`config.mk`:
```
export PLATFORM = sky130hd
export DESIGN_NAME = codeguard_top
export DESIGN_NICKNAME = d
export VERILOG_FILES = /design/src/rtl/codeguard_pkg.sv /design/src/rtl/cg_scramble_table.sv /design/src/rtl/cg_lock_ctrl.sv /design/src/rtl/cg_verify_path.sv /design/src/rtl/codeguard_top.sv
export SDC_FILE = /design/constraint.sdc
export NUM_CORES = 1
export LEC_CHECK = 0
export ABC_AREA = 0
export BUFFER_PORTS_ARGS = -buffer_cell sky130_fd_sc_hd__clkbuf_2
export CORE_ASPECT_RATIO = 0.75
export CORE_MARGIN = 2
export CORE_UTILIZATION = 45
export CTS_BUF_LIST = sky130_fd_sc_hd__clkbuf_4 sky130_fd_sc_hd__clkbuf_8
export CTS_CLUSTER_SIZE = 28
export DETAILED_ROUTE_END_ITERATION = 12
export PLACE_DENSITY = 0.67
export SETUP_SLACK_MARGIN = 0.1
export SLEW_MARGIN = 10
export SYNTH_ARGS = -nofsm -noshare
export SYNTH_HDL_FRONTEND = slang
export SYNTH_HIERARCHICAL = 1
export SYNTH_SLANG_ARGS = --single-unit
```
`constraint.sdc`:
```
create_clock -name clk -period 2.4 [get_ports clk]
set_clock_uncertainty 0.1 [all_clocks]
set_input_delay 0.12 -clock clk [delete_from_list [all_inputs] [get_ports clk]]
set_output_delay 0.12 -clock clk [all_outputs]
set_load 0.02 [all_outputs]
```
`src/rtl/codeguard_pkg.sv`:
```
package codeguard_pkg;

    typedef logic [7:0] byte_t;

    // protection ladder, ordered so that a larger value never grants more
    typedef enum logic [1:0] {
        LVL_OPEN   = 2'd0,
        LVL_NOTBL  = 2'd1,
        LVL_NOVFY  = 2'd2,
        LVL_NOEXEC = 2'd3
    } lock_lvl_e;

    typedef struct packed {
        logic tblrd_ok;
        logic prog_ok;
        logic exec_ok;
    } gate_t;

    typedef struct packed {
        logic  valid;
        logic  blocked;
        byte_t data;
    } rd_resp_t;

    localparam byte_t SIG_MFR_VAL = 8'h89;
    localparam byte_t SIG_FAM_VAL = 8'h58;
    localparam int    SIG_MFR_ADR = 'h30;
    localparam int    SIG_FAM_ADR = 'h31;
    localparam int    SIG_DEV_ADR = 'h60;
    localparam byte_t BLANK       = 8'hFF;

    // fuse bit i low = fuse i+1 burned; highest burned fuse sets the level
    function automatic lock_lvl_e level_of(input logic [2:0] fuse);
        if (!fuse[2])      return LVL_NOEXEC;
        else if (!fuse[1]) return LVL_NOVFY;
        else if (!fuse[0]) return LVL_NOTBL;
        else               return LVL_OPEN;
    endfunction

    function automatic gate_t gates_of(input lock_lvl_e lvl);
        gate_t g;
        g.tblrd_ok = (lvl == LVL_OPEN);
        g.prog_ok  = (lvl == LVL_OPEN);
        g.exec_ok  = (lvl != LVL_NOEXEC);
        return g;
    endfunction

    function automatic logic verify_refused(input lock_lvl_e lvl);
        return (lvl == LVL_NOVFY) || (lvl == LVL_NOEXEC);
    endfunction

    function automatic byte_t scramble(input byte_t code, input byte_t key);
        return ~(code ^ key);
    endfunction

endpackage

```
`src/rtl/cg_scramble_table.sv`:
```
module cg_scramble_table
    import codeguard_pkg::*;
#(
    parameter int DEPTH = 64,
    parameter int IDX_W = 6
) (
    input  logic             clk,
    input  logic             rst,
    input  logic             erase,
    input  logic             wr_en,
    input  logic [IDX_W-1:0] wr_idx,
    input  byte_t            wr_data,
    input  logic [IDX_W-1:0] rd_idx,
    output byte_t            rd_byte
);

    byte_t ent [DEPTH];

    always_ff @(posedge clk) begin
        for (int i = 0; i < DEPTH; i++) begin
            if (rst || erase)
                ent[i] <= BLANK;
            else if (wr_en && (wr_idx == IDX_W'(i)))
                ent[i] <= ent[i] & wr_data;
        end
    end

    assign rd_byte = ent[rd_idx];

endmodule

```
`src/rtl/cg_lock_ctrl.sv`:
```
module cg_lock_ctrl
    import codeguard_pkg::*;
#(
    parameter int NFUSE = 3
) (
    input  logic      clk,
    input  logic      rst,
    input  logic      erase,
    input  logic      burn_en,
    input  logic [1:0] burn_sel,
    input  logic      ea_pin,
    output lock_lvl_e lvl,
    output gate_t     gates,
    output logic      ea_eff
);

    logic [NFUSE-1:0] fuse;
    logic             ea_latch;

    always_ff @(posedge clk) begin
        for (int i = 0; i < NFUSE; i++) begin
            if (rst || erase)
                fuse[i] <= 1'b1;
            else if (burn_en && (burn_sel == 2'(i + 1)))
                fuse[i] <= 1'b0;
        end
    end

    always_ff @(posedge clk) begin
        if (rst)
            ea_latch <= ea_pin;
    end

    assign lvl    = level_of(fuse);
    assign gates  = gates_of(lvl);
    assign ea_eff = (lvl == LVL_OPEN) ? ea_pin : ea_latch;

endmodule

```
`src/rtl/cg_verify_path.sv`:
```
module cg_verify_path
    import codeguard_pkg::*;
#(
    parameter int    ADDR_W   = 16,
    parameter byte_t DEV_CODE = 8'h52
) (
    input  logic              clk,
    input  logic              rst,
    input  logic              rd_req,
    input  logic              rd_sig,
    input  logic [ADDR_W-1:0] rd_addr,
    input  byte_t             rd_code,
    input  byte_t             tbl_byte,
    input  lock_lvl_e         lvl,
    output rd_resp_t          resp
);

    byte_t    sig_val;
    rd_resp_t nxt;

    always_comb begin
        if (rd_addr == ADDR_W'(SIG_MFR_ADR))      sig_val = SIG_MFR_VAL;
        else if (rd_addr == ADDR_W'(SIG_FAM_ADR)) sig_val = SIG_FAM_VAL;
        else if (rd_addr == ADDR_W'(SIG_DEV_ADR)) sig_val = DEV_CODE;
        else                                      sig_val = BLANK;
    end

    always_comb begin
        nxt         = resp;
        nxt.valid   = rd_req;
        nxt.blocked = 1'b0;
        if (rd_req) begin
            if (rd_sig) begin
                nxt.data = sig_val;
            end else if (verify_refused(lvl)) begin
                nxt.data    = BLANK;
                nxt.blocked = 1'b1;
            end else begin
                nxt.data = scramble(rd_code, tbl_byte);
            end
        end
    end

    always_ff @(posedge clk) begin
        if (rst) begin
            resp.valid   <= 1'b0;
            resp.blocked <= 1'b0;
            resp.data    <= BLANK;
        end else begin
            resp <= nxt;
        end
    end

endmodule

```
`src/rtl/codeguard_top.sv`:
```
module codeguard_top
    import codeguard_pkg::*;
#(
    parameter int    ADDR_W    = 16,
    parameter int    TBL_DEPTH = 64,
    parameter byte_t DEV_CODE  = 8'h52,
    localparam int   IDX_W     = $clog2(TBL_DEPTH)
) (
    input  logic              clk,
    input  logic              rst,
    input  logic              ea_pin,
    input  logic              prog_wr,
    input  logic [IDX_W-1:0]  prog_idx,
    input  logic [7:0]        prog_data,
    input  logic              lock_burn,
    input  logic [1:0]        lock_sel,
    input  logic              erase,
    input  logic              rd_req,
    input  logic              rd_sig,
    input  logic [ADDR_W-1:0] rd_addr,
    input  logic [7:0]        rd_code,
    output logic              rd_valid,
    output logic [7:0]        rd_data,
    output logic              rd_blocked,
    output logic              ext_tblrd_ok,
    output logic              prog_ok,
    output logic              ext_exec_ok,
    output logic              ea_eff
);

    lock_lvl_e lvl;
    gate_t     gates;
    byte_t     tbl_byte;
    rd_resp_t  resp;

    cg_lock_ctrl #(.NFUSE(3)) u_lock (
        .clk      (clk),
        .rst      (rst),
        .erase    (erase),
        .burn_en  (lock_burn),
        .burn_sel (lock_sel),
        .ea_pin   (ea_pin),
        .lvl      (lvl),
        .gates    (gates),
        .ea_eff   (ea_eff)
    );

    cg_scramble_table #(.DEPTH(TBL_DEPTH), .IDX_W(IDX_W)) u_tbl (
        .clk     (clk),
        .rst     (rst),
        .erase   (erase),
        .wr_en   (prog_wr && gates.prog_ok),
        .wr_idx  (prog_idx),
        .wr_data (prog_data),
        .rd_idx  (rd_addr[IDX_W-1:0]),
        .rd_byte (tbl_byte)
    );

    cg_verify_path #(.ADDR_W(ADDR_W), .DEV_CODE(DEV_CODE)) u_vfy (
        .clk      (clk),
        .rst      (rst),
        .rd_req   (rd_req),
        .rd_sig   (rd_sig),
        .rd_addr  (rd_addr),
        .rd_code  (rd_code),
        .tbl_byte (tbl_byte),
        .lvl      (lvl),
        .resp     (resp)
    );

    assign rd_valid     = resp.valid;
    assign rd_blocked   = resp.blocked;
    assign rd_data      = resp.data;
    assign ext_tblrd_ok = gates.tblrd_ok;
    assign prog_ok      = gates.prog_ok;
    assign ext_exec_ok  = gates.exec_ok;

endmodule

```
* Yosys cells after proc, flatten, opt, wreduce, memory -nomap -nowiden
Memory sizes are Yosys's and may differ from the RTL's.
Index checks and enable logic that the tools add are counted.
** Cells by class
- Multiplexer cells :: 268
- Eq/ne operators :: 72
- Reductions and logical operators :: 73
- Bitwise logic cells :: 131
** Operators with widths (count)
- $mux W8 :: 69
- $and A8 B8 Y8 :: 64
- $mux W1 :: 197
- $eq A6 B6 Y1 const B :: 32
- $eq A6 B5 Y1 const B :: 16
- $logic_and A1 B1 Y1 :: 68
- $or A1 B1 Y1 :: 64
- $eq A6 B4 Y1 const B :: 8
- $eq A16 B6 Y1 const B :: 2
- $eq A6 B3 Y1 const B :: 4
- $eq A16 B7 Y1 const B :: 1
- $eq A6 B2 Y1 const B :: 2
- $eq A2 B2 Y1 const B :: 4
- $not A8 Y8 :: 1
- $xor A8 B8 Y8 :: 1
- $eq A6 B1 Y1 const B :: 1
- $logic_not A6 Y1 :: 1
- $mux W2 :: 2
- $reduce_or A3 Y1 :: 1
- $eq A2 B1 Y1 const B :: 1
- $logic_not A2 Y1 :: 1
- $logic_or A1 B1 Y1 :: 2
- $ne A2 B2 Y1 const B :: 1
- $not A1 Y1 :: 1
** Storage, ports and cells
- RAM bits :: 512
- Register bits :: 14
- Memories kept :: 1
- Output and inout port bits :: 14
** Memory list
- u_tbl.ent :: depth 64, width 8, rd ports 65, clocked after Yosys merged registers in 0, write ports 64, RTL line cg_scramble_table.sv:17 : byte_t ent [DEPTH];

* Depth between registers and ports, before layout
- Depth in word-level cells :: 10
- Mapped depth :: 12

* Cells and area by module
Netlist, hierarchy kept.
** By module, submodules not included
- cg_scramble_table :: seq. area each 15374.7 µm², cells an instance 1766, instances 1, area each 24624.9 µm²
- cg_verify_path :: seq. area each 200.2 µm², cells an instance 63, instances 1, area each 553.0 µm²
- cg_lock_ctrl :: seq. area each 90.1 µm², cells an instance 17, instances 1, area each 187.7 µm²
- codeguard_top :: seq. area each 0.0 µm², cells an instance 1, instances 1, area each 6.3 µm²

* Worst setup path after synthesis
Ideal clock, no wire load.
- Path type :: register to register
- Start :: register u_lock.fuse[2]
- End :: memory u_tbl/ent[7][0] (netlist name) (enable)
- Data required time :: 1.916 ns
- Cell stages (with the launch flop) :: 7
- Data arrival time :: 2.103 ns
- Buffers on the path :: 2
- Path slack :: -0.187 ns
- Library setup time :: 0.384 ns
- Cells stage by stage :: dfxtp_1 -> and3_4 -> and2_1 -> or3b_1 -> clkbuf_1 -> clkbuf_1 -> o21ai_0
** RTL lines
- from (decl) :: RTL line cg_lock_ctrl.sv:17 : logic [NFUSE-1:0] fuse;
- from (signal, indexed assignment) :: RTL line cg_lock_ctrl.sv:23 : fuse[i] <= 1'b1;
- from (signal, indexed assignment) :: RTL line cg_lock_ctrl.sv:25 : fuse[i] <= 1'b0;
- to (decl) :: RTL line cg_scramble_table.sv:17

==> impl_metrics.ini <==
[floorplanning]
die_w_um = 278
std_cell_rows = 75
design.die.area_um2 = 58300
ports = 62
die_h_um = 210
core_area_um2 = 55800
start_util = 0.454

[global_routing]
first_global_vias = 17597
overflow = 0
largest_net_degree_at_the_start_of_global_routing = 65
first_pass_grt_wire_length_mm = 112
grt_util_all_layers = 0.256
grt_antenna_before_repair = 5

[timing]
tns_ns = -0.0172
worst_slew_margin_rel = 0.249
number_of_setup_violations_in_the_final_report = 1
final_critical_path_setup_slack_ns = -0.0172
period_share = 1.01
timing_hold_violations_final = 0
grt_setup_unrepaired = true
period_minus_slack_ns = 2.42
final-max-slew-violation-count = 0
clock.fmax_ghz = 0.414
max_slew.worst_pin.slew_ns = 1.12

[clock_tree]
cts_made_buffers = 84
clock_tree_from_tritoncts = built
h-tree-depth = 3
clkLatencyLatePin_ns = 0.67
cts.sinks = 526
clk_root_buffer_cell = sky130_fd_sc_hd__clkbuf_8
clkSlewWorstSetupHoldPaths_ns = 0.06
cts_max_path_buffers = 3

[route]
routed_wirelength_mm = 75.5
total_number_of_vias = 18185
routed_via_density = 6.18
drcViolationCount = 0
drtIter0Drc = 2281
route.antenna.remaining_nets = 0
wl_per_cell_um = 25.7
detail_route.first_pass.iterations = 5

[power]
cell_internal_pwr_mw = 14.7
switching_share = 0.240
ir_drop_uv = 374
comb_power_share = 0.078
net-switching-power_mw = 4.64
share_seq_of_total_power = 0.520
power-per-cell-area_nw_per_um2 = 640
power_frac_clock = 0.403
p_leak_nw = 9.13

[layout]
finish.net_count = 2185
drive_gt1_frac = 0.302
post_synthesis_to_final_layout_area_growth_pct = 19.4
fin_util = 0.543
most-common-layout-cells = sky130_fd_sc_hd__edfxtp_1 (513), sky130_fd_sc_hd__a21o_1 (362), sky130_fd_sc_hd__nand2_1 (348)
layout.cells.most_common = sky130_fd_sc_hd__edfxtp_1

[critical_path]
end_kind = flip-flop
cp_data_required_time_ns = 2.87
critical_path.max_fanout = 2
path_class = reg -> reg
setup.worst_path.start_class = flip-flop
timing.critical_path.arrival_ns = 2.89

[min_path]
holdCritPathClass = in -> reg

[yosys]
synth.cell_area_um2 = 25400
ys_warn_count = 6
synthesis.instances = 1845
syn_avg_cell_area_um2 = 13.7
synthesis.nets = 1893

[place]
post-dp-hpwl_mm = 50.7
portBuffers = 61
place.gp.congestion = 0.939

[run_status]
run_status = finished with violations
violations = negative setup slack

[job]
maxCapViolations = 0
final timing paths:
check                         end              from  slack (ns)  cells past startpoint
setup / recovery    u_vfy/resp[0]  u_tbl/ent[61][0]       -0.02                      8
hold / removal    u_lock/ea_latch            ea_pin        0.09                      2
setup reg to reg    u_vfy/resp[0]  u_tbl/ent[61][0]       -0.02                      8
hold reg to reg     u_vfy/resp[6]     u_vfy/resp[6]        0.41                      2
state kept, by name (all words and copies together) (netlist names):
register	flops
u_lock/fuse	3
u_tbl/ent	512
u_vfy/resp	10
u_lock/ea_latch	1
per-layer routing:
metal  vias to the layer above  global-route usage  part of all wire
li1                       7688                   -                 -
met1                      9252               0.376              0.42
met2                      1123               0.371              0.43
met3                       118              0.0768              0.13
met4                         4              0.0686             0.022
met5                         -                   0           0.00029
worst max-delay path, cell delays in order, from the launching register on:
cell                       delay [ns]
sky130_fd_sc_hd__edfxtp_1        0.41
sky130_fd_sc_hd__mux4_2          0.49
sky130_fd_sc_hd__o221ai_1        0.42
sky130_fd_sc_hd__a221oi_2        0.09
sky130_fd_sc_hd__buf_4           0.22
sky130_fd_sc_hd__a21o_1          0.16
sky130_fd_sc_hd__xor2_1          0.15
sky130_fd_sc_hd__a31oi_1         0.10
sky130_fd_sc_hd__a21o_1          0.19
metrics by stage:
stage	instance area, um2	total power, mW	setup slack (ns)	instances	hold slack, ns
floorplan	25400	11.0	0.00217	1845	0.0993
global placement	27900	11.6	-0.259	2740	0.217
detailed placement	27900	11.7	-0.261	2740	0.226
CTS	30100	19.4	0.0421	2932	0.0429
global route	30300	20.0	-0.0488	2939	0.0472
finish	30300	19.4	-0.0172	2941	0.0887
power groups by stage:
| stage | sequential, mW | combinational, mW | clock (mW) |
|---|---|---|---|
| 6_report | 10.1 | 1.51 | 7.80 |
| 5_1_grt | 10.1 | 1.58 | 8.33 |
| 4_1_cts | 10.1 | 1.45 | 7.93 |
| 3_5_place_dp | 10.3 | 1.40 | 0 |
| 3_3_place_gp | 10.3 | 1.38 | 0 |
| 2_1_floorplan | 10.3 | 0.742 | 0 |
final cells by class:
class	count	area [um2]
inverters	4	15.0
clock inverters	32	213
repair buffers	333	2730
multi-input cells	1188	9280
diodes	5	12.5
flip-flops and latches	526	15700
fillers	4515	25500
clock buffers	122	1470
well taps	731	915
repair_timing:
action | 4_1_cts | 5_1_grt
endpoints found under the hold margin | 48 | 0
pin swaps | 9 | 20
endpoints found under the setup margin | 537 | 301
gates resized for setup | 21 | 59
hold buffers | 35 | 0
setup buffers | 3 | 4
cloned | 0 | 1
(Power assumes the default switching activity.)
